`src/rtl/rd_unpacker_pkg.sv`:
```
package rd_unpacker_pkg;
  typedef enum logic [1:0] {
    WIDTH_FULL    = 2'b00,
    WIDTH_HALF    = 2'b01,
    WIDTH_QUARTER = 2'b10
  } width_e;

  function automatic width_e decode_width(logic [1:0] code);
    case (code)
      2'b00:   return WIDTH_FULL;
      2'b01:   return WIDTH_HALF;
      default: return WIDTH_QUARTER;
    endcase
  endfunction
endpackage

```
`src/rtl/rd_unpacker_cfg.sv`:
```
module rd_unpacker_cfg
  import rd_unpacker_pkg::*;
(
  input  logic       clk_i,
  input  logic       rst_ni,
  input  logic [1:0] width_sel_i,
  input  logic       big_endian_i,
  output logic       cfg_ok_o,
  output width_e     width_o,
  output logic       big_endian_o
);
  always_ff @(posedge clk_i or negedge rst_ni) begin
    if (!rst_ni) begin
      cfg_ok_o     <= 1'b0;
      width_o      <= WIDTH_FULL;
      big_endian_o <= 1'b0;
    end else if (!cfg_ok_o) begin
      cfg_ok_o     <= 1'b1;
      width_o      <= decode_width(width_sel_i);
      big_endian_o <= big_endian_i;
    end
  end
endmodule

```
`src/rtl/rd_unpacker_ctrl.sv`:
```
module rd_unpacker_ctrl
  import rd_unpacker_pkg::*;
#(
  parameter int WORD_W = 36,
  parameter int LANES  = 4,
  localparam int CNT_W = $clog2(LANES)
) (
  input  logic              clk_i,
  input  logic              rst_ni,
  input  logic              cfg_ok_i,
  input  width_e            width_i,
  input  logic              rd_en_i,
  input  logic              fifo_empty_i,
  input  logic [WORD_W-1:0] fifo_data_i,
  output logic              fifo_pop_o,
  output logic [WORD_W-1:0] hold_o,
  output logic              valid_o,
  output logic [CNT_W-1:0]  cnt_o
);
  localparam logic [CNT_W-1:0] LAST_Q = CNT_W'(LANES - 1);

  logic [CNT_W-1:0] last_idx;
  logic take, fin, need;

  always_comb begin
    case (width_i)
      WIDTH_FULL: last_idx = '0;
      WIDTH_HALF: last_idx = CNT_W'(1);
      default:    last_idx = LAST_Q;
    endcase
  end

  assign take       = rd_en_i & valid_o;
  assign fin        = take & (cnt_o == last_idx);
  assign need       = ~valid_o | fin;
  assign fifo_pop_o = cfg_ok_i & need & ~fifo_empty_i;

  always_ff @(posedge clk_i or negedge rst_ni) begin
    if (!rst_ni) begin
      hold_o  <= '0;
      valid_o <= 1'b0;
      cnt_o   <= '0;
    end else if (fifo_pop_o) begin
      hold_o  <= fifo_data_i;
      valid_o <= 1'b1;
      cnt_o   <= '0;
    end else if (fin) begin
      valid_o <= 1'b0;
      cnt_o   <= '0;
    end else if (take) begin
      cnt_o   <= cnt_o + 1'b1;
    end
  end
endmodule

```
`src/rtl/rd_unpacker_sel.sv`:
```
module rd_unpacker_sel
  import rd_unpacker_pkg::*;
#(
  parameter int WORD_W = 36,
  parameter int LANES  = 4,
  localparam int CNT_W  = $clog2(LANES),
  localparam int LANE_W = WORD_W / LANES,
  localparam int HALF_W = WORD_W / 2
) (
  input  logic [WORD_W-1:0] hold_i,
  input  logic              valid_i,
  input  width_e            width_i,
  input  logic              big_endian_i,
  input  logic [CNT_W-1:0]  cnt_i,
  output logic [WORD_W-1:0] data_o
);
  logic [LANE_W-1:0] lane [LANES];
  logic [HALF_W-1:0] half [2];
  logic [CNT_W-1:0]  q_idx;
  logic              h_idx;

  for (genvar i = 0; i < LANES; i++) begin : g_lane
    assign lane[i] = hold_i[i*LANE_W +: LANE_W];
  end
  for (genvar j = 0; j < 2; j++) begin : g_half
    assign half[j] = hold_i[j*HALF_W +: HALF_W];
  end

  // big-endian counts down from the top piece
  assign q_idx = big_endian_i ? (CNT_W'(LANES - 1) - cnt_i) : cnt_i;
  assign h_idx = big_endian_i ? ~cnt_i[0] : cnt_i[0];

  always_comb begin
    data_o = '0;
    if (valid_i) begin
      case (width_i)
        WIDTH_FULL: data_o = hold_i;
        WIDTH_HALF: data_o[HALF_W-1:0] = half[h_idx];
        default:    data_o[LANE_W-1:0] = lane[q_idx];
      endcase
    end
  end
endmodule

```
`src/rtl/rd_unpacker.sv`:
```
module rd_unpacker
  import rd_unpacker_pkg::*;
#(
  parameter int WORD_W = 36,
  parameter int LANES  = 4
) (
  input  logic              clk_i,
  input  logic              rst_ni,
  input  logic [1:0]        width_sel_i,
  input  logic              big_endian_i,
  input  logic [WORD_W-1:0] fifo_data_i,
  input  logic              fifo_empty_i,
  output logic              fifo_pop_o,
  input  logic              rd_en_i,
  output logic [WORD_W-1:0] rd_data_o,
  output logic              rd_valid_o
);
  localparam int CNT_W = $clog2(LANES);

  logic              cfg_ok;
  width_e            cfg_width;
  logic              cfg_be;
  logic [WORD_W-1:0] hold;
  logic [CNT_W-1:0]  cnt;

  rd_unpacker_cfg u_cfg (
    .clk_i        (clk_i),
    .rst_ni       (rst_ni),
    .width_sel_i  (width_sel_i),
    .big_endian_i (big_endian_i),
    .cfg_ok_o     (cfg_ok),
    .width_o      (cfg_width),
    .big_endian_o (cfg_be)
  );

  rd_unpacker_ctrl #(.WORD_W(WORD_W), .LANES(LANES)) u_ctrl (
    .clk_i        (clk_i),
    .rst_ni       (rst_ni),
    .cfg_ok_i     (cfg_ok),
    .width_i      (cfg_width),
    .rd_en_i      (rd_en_i),
    .fifo_empty_i (fifo_empty_i),
    .fifo_data_i  (fifo_data_i),
    .fifo_pop_o   (fifo_pop_o),
    .hold_o       (hold),
    .valid_o      (rd_valid_o),
    .cnt_o        (cnt)
  );

  rd_unpacker_sel #(.WORD_W(WORD_W), .LANES(LANES)) u_sel (
    .hold_i       (hold),
    .valid_i      (rd_valid_o),
    .width_i      (cfg_width),
    .big_endian_i (cfg_be),
    .cnt_i        (cnt),
    .data_o       (rd_data_o)
  );
endmodule

```
`config.mk`:
```
export PLATFORM = sky130hd
export DESIGN_NAME = rd_unpacker
export DESIGN_NICKNAME = d
export VERILOG_FILES = /design/src/rtl/rd_unpacker_pkg.sv /design/src/rtl/rd_unpacker_cfg.sv /design/src/rtl/rd_unpacker_ctrl.sv /design/src/rtl/rd_unpacker_sel.sv /design/src/rtl/rd_unpacker.sv
export SDC_FILE = /design/constraint.sdc
export NUM_CORES = 1
export LEC_CHECK = 0
export ABC_CLOCK_PERIOD_IN_PS = 3000
export BUFFER_PORTS_ARGS = -buffer_cell sky130_fd_sc_hd__buf_2
export CORE_ASPECT_RATIO = 1.25
export CORE_MARGIN = 5
export CORE_UTILIZATION = 56
export CTS_CLUSTER_DIAMETER = 60
export DETAILED_ROUTE_END_ITERATION = 10
export MAX_ROUTING_LAYER = met4
export PLACE_DENSITY = 0.95
export SLEW_MARGIN = 10
export SYNTH_ARGS = -nofsm -noshare
export SYNTH_HDL_FRONTEND = slang
export SYNTH_HIERARCHICAL = 1
export SYNTH_SLANG_ARGS = --single-unit
```
`constraint.sdc`:
```
create_clock -name clk_i -period 3 [get_ports clk_i]
set_clock_uncertainty 0.05 [all_clocks]
set_input_delay 0.3 -clock clk_i [delete_from_list [all_inputs] [get_ports clk_i]]
set_output_delay 0.3 -clock clk_i [all_outputs]
set_load 0.01 [all_outputs]
```
==> results.cfg <==
[power_and_ir_drop]
power.leakage_nw = 1.65
vdd.ir_drop.worst_mv = 0.598
power-per-cell-area_nw_per_um2 = 978

[yosys]
number_of_warning_messages_in_the_yosys_log = 6
number_of_instances_in_the_synthesized_netlist = 233
async_reset_ff_share_pct = 100
number_of_enable_type_register_cells_in_the_synthesized_netlist = 0
synthesis.nets = 276
post_synth_instance_area_sq_um = 2750
synth_flop_cell = sky130_fd_sc_hd__dfrtp_1
syn-mean-instance-area_sq_um = 11.8
synth_seq_cells = 43
yosys.cell_types.count = 39
synth_sequential_area_ratio_pct = 39.2

[global_routing]
globalRouteMet1Util_pct = 27.8
grt_start_max_net_pins = 44
gr-usage-met3_pct = 3.98
global_route_wire_length_before_repair_um = 10600
grt_pass1_vias = 2213
global_route.peak_usage_layer = met2
groute.usage.overall_pct = 22.1
antenna_violations_before_repair = 0
grt_overflow_total = 0
grt.met2_usage_pct = 34.9

[clocking]
numCtsBuffers = 5
max-clock-path-buffers = 2
cts_tree = yes
cts_repair_resize_count = 0
worstSkewPairLatency_ns = 0.30
clk_pin_slew_ns = 0.08
cts_htree_levels = 2
clock_sinks = 43
root_buffer = sky130_fd_sc_hd__clkbuf_8
holdBufCountCts = 0
cts_setup_buffers = 0

[setup_path]
crit_end = rd_data_o[6]
worstSetupStartpoint = u_cfg/big_endian_o
timing.critical_path.from_type = flop
r2r_start = u_ctrl/cnt_o[1]
ff2ff_setup_slack_ns = 0.61
worstRegToRegCells = 5
crit_arrival_ns = 2.36
worst-setup-path-type = flop to primary output
critPathRequiredTime_ns = 2.65
end_kind = primary output
timing.critical_path.fanout_max = 10
timing.rr.end = u_ctrl/hold_o[29]

[sta]
final.setup.worst_slack_ns = 0.289
final_max_slew_viol_count = 0
period_share_pct = 90.4
worstMarginPinSlew_ns = 0.921
report.final.setup_viol = 0
achievable-frequency_ghz = 0.369
unrepaired_setup_endpoints_after_global_routing = false
finalHoldViolations = 0
slew_headroom_pct = 38.6
final.setup.tns_ns = 0
period_minus_slack_ns = 2.71

[final_layout]
num_antenna_cells = 0
fin_nets = 354
regArea_sq_um = 1080
area_growth_from_synthesis_to_layout_pct = 17.1
post-route-cell-area_sq_um = 3220
nFillCells = 362
multiInputGateArea_sq_um = 1530
stdcell_count = 372
drive_above_1_share_pct = 43.9

[drt]
drt-pass1-iter-count = 6
routed-via-count = 2209
routed_antenna_nets = 0
route.detailed.drc = 0
wire_per_inst_um = 18.3
drt_wl_total_um = 6800
initialDrtViolationCount = 141
vias_per_cell = 5.94

[die]
die_w_um = 72.6
die_h_um = 88.3
floorplan.initialDensity_pct = 57.6
dieArea_sq_um = 6410
pin_count = 81
std_cell_rows = 28
fp.coreArea_sq_um = 4760

[placed_design]
io_buffers = 80
dp.final_hpwl_um = 4960
placement.cell_area_sq_um = 3130
dp_slack_ns = 0.652
gp_routability_congestion = 0.926
dpl.cell_count = 364

[worst_hold_path]
hold_path_class = input pin to asynchronous set/reset pin

[run_status]
run_status = finished, final reports clean

[flow_run]
cap_viol_max_count = 0
==> layout by cell type, fill, tap and decap left out, types with 2 or more instances in the layout <==
cell                        n
sky130_fd_sc_hd__buf_2     80
sky130_fd_sc_hd__dfrtp_1   43
sky130_fd_sc_hd__mux2_4    29
sky130_fd_sc_hd__nand2_1   27
sky130_fd_sc_hd__mux2i_1   26
sky130_fd_sc_hd__and2_1    19
sky130_fd_sc_hd__a221oi_1  16
sky130_fd_sc_hd__a21oi_1   10
sky130_fd_sc_hd__mux2_2     9
sky130_fd_sc_hd__o22a_1     8
sky130_fd_sc_hd__clkbuf_8   5
sky130_fd_sc_hd__o21ai_0    4
sky130_fd_sc_hd__nand2b_1   3
sky130_fd_sc_hd__nor3_1     3
sky130_fd_sc_hd__nor2b_1    2
sky130_fd_sc_hd__buf_4      2
==> synth_stat cells (all sizes together), types with 2 or more instances <==
cell | n | share of area (%)
nor2b | 2 | 0.46
inv | 2 | 0.27
nand2 | 28 | 4.1
o22a | 8 | 2.6
xor2 | 2 | 0.91
buf | 11 | 4.5
a21oi | 10 | 1.8
nand2b | 4 | 0.91
or3b | 2 | 0.73
dfrtp | 43 | 39
and2 | 19 | 4.3
nor3 | 3 | 0.55
a221oi | 16 | 5.1
mux2 | 38 | 20
o21ai | 5 | 1.3
mux2i | 27 | 10
==> critical path, cell delays in order (launching register included) <==
cell and delay [ns]:
sky130_fd_sc_hd__dfrtp_1 0.67, sky130_fd_sc_hd__or3b_4 0.46, sky130_fd_sc_hd__o21ai_4 0.14, sky130_fd_sc_hd__a221oi_1 0.17, sky130_fd_sc_hd__a221oi_1 0.41, sky130_fd_sc_hd__buf_2 0.21
==> how the worst min path moves through the flow <==
| stage | cells past startpoint | to | startpoint |
|---|---|---|---|
| 2_1_floorplan | 0 | u_cfg/big_endian_o | rst_ni |
| 3_3_place_gp | 1 | u_cfg/width_o[0] | rst_ni |
| 3_5_place_dp | 1 | u_cfg/width_o[1] | rst_ni |
| 4_1_cts | 1 | u_cfg/cfg_ok_o | rst_ni |
| 5_1_grt | 2 | u_ctrl/hold_o[6] | fifo_data_i[6] |
| 6_report | 1 | u_cfg/width_o[0] | rst_ni |
==> per-layer routing <==
| layer | wire, um | part of all wire, % | up-vias |
|---|---|---|---|
| met1 | 2800 | 41 | 1066 |
| li1 | - | - | 1005 |
| met3 | 453 | 6.7 | 20 |
| met5 | 0 | 0 | - |
| met2 | 3350 | 49 | 118 |
| met4 | 198 | 2.9 | 0 |
==> per-stage QoR <==
stage	power, W	utilization [%]	hold WS (ns)
after floorplan	0.00230	-	-0.0456
after global placement	0.00267	65.7	0.422
after detailed placement	0.00275	65.7	0.427
after CTS	0.00313	67.5	0.108
after global routing	0.00332	67.5	0.169
final	0.00314	67.5	0.0846
==> cell type report <==
class | instances | area share [%]
inverters | 3 | 0.350
well taps | 60 | 2.33
multi-input cells | 175 | 47.7
clock inverters | 2 | 0.389
clock buffers | 6 | 2.26
flip-flops and latches | 43 | 33.5
repair buffers | 83 | 13.5
==> power by group <==
| group | switching [W] | internal (W) | leakage [nW] |
|---|---|---|---|
| logic | 0.000711 | 0.000857 | 1.10 |
| clock network | 0.000198 | 0.000163 | 0.0412 |
| registers | 0.000366 | 0.000848 | 0.512 |
==> flip-flops by register name (all words and copies together) (netlist names) <==
| name | flops |
|---|---|
| u_ctrl/hold_o | 36 |
| u_cfg/width_o | 2 |
| u_ctrl/cnt_o | 2 |
| u_cfg/big_endian_o | 1 |
| u_cfg/cfg_ok_o | 1 |
| u_ctrl/valid_o | 1 |
==> cell families (layout without fill, tap and decap cells) <==
| kind of cell | count (synthesis) | count (layout) | share of synthesized area (%) |
|---|---|---|---|
| xor+xnor | 2 | 2 | 0.912 |
| buf+inv | 15 | 94 | 5.06 |
| compound gates | 44 | 44 | 12.6 |
| flops | 43 | 43 | 39.2 |
| simple gates | 63 | 63 | 12.3 |
| mux | 65 | 65 | 29.9 |
| other cells | 1 | 1 | 0.137 |
(Power assumes the default switching activity.)
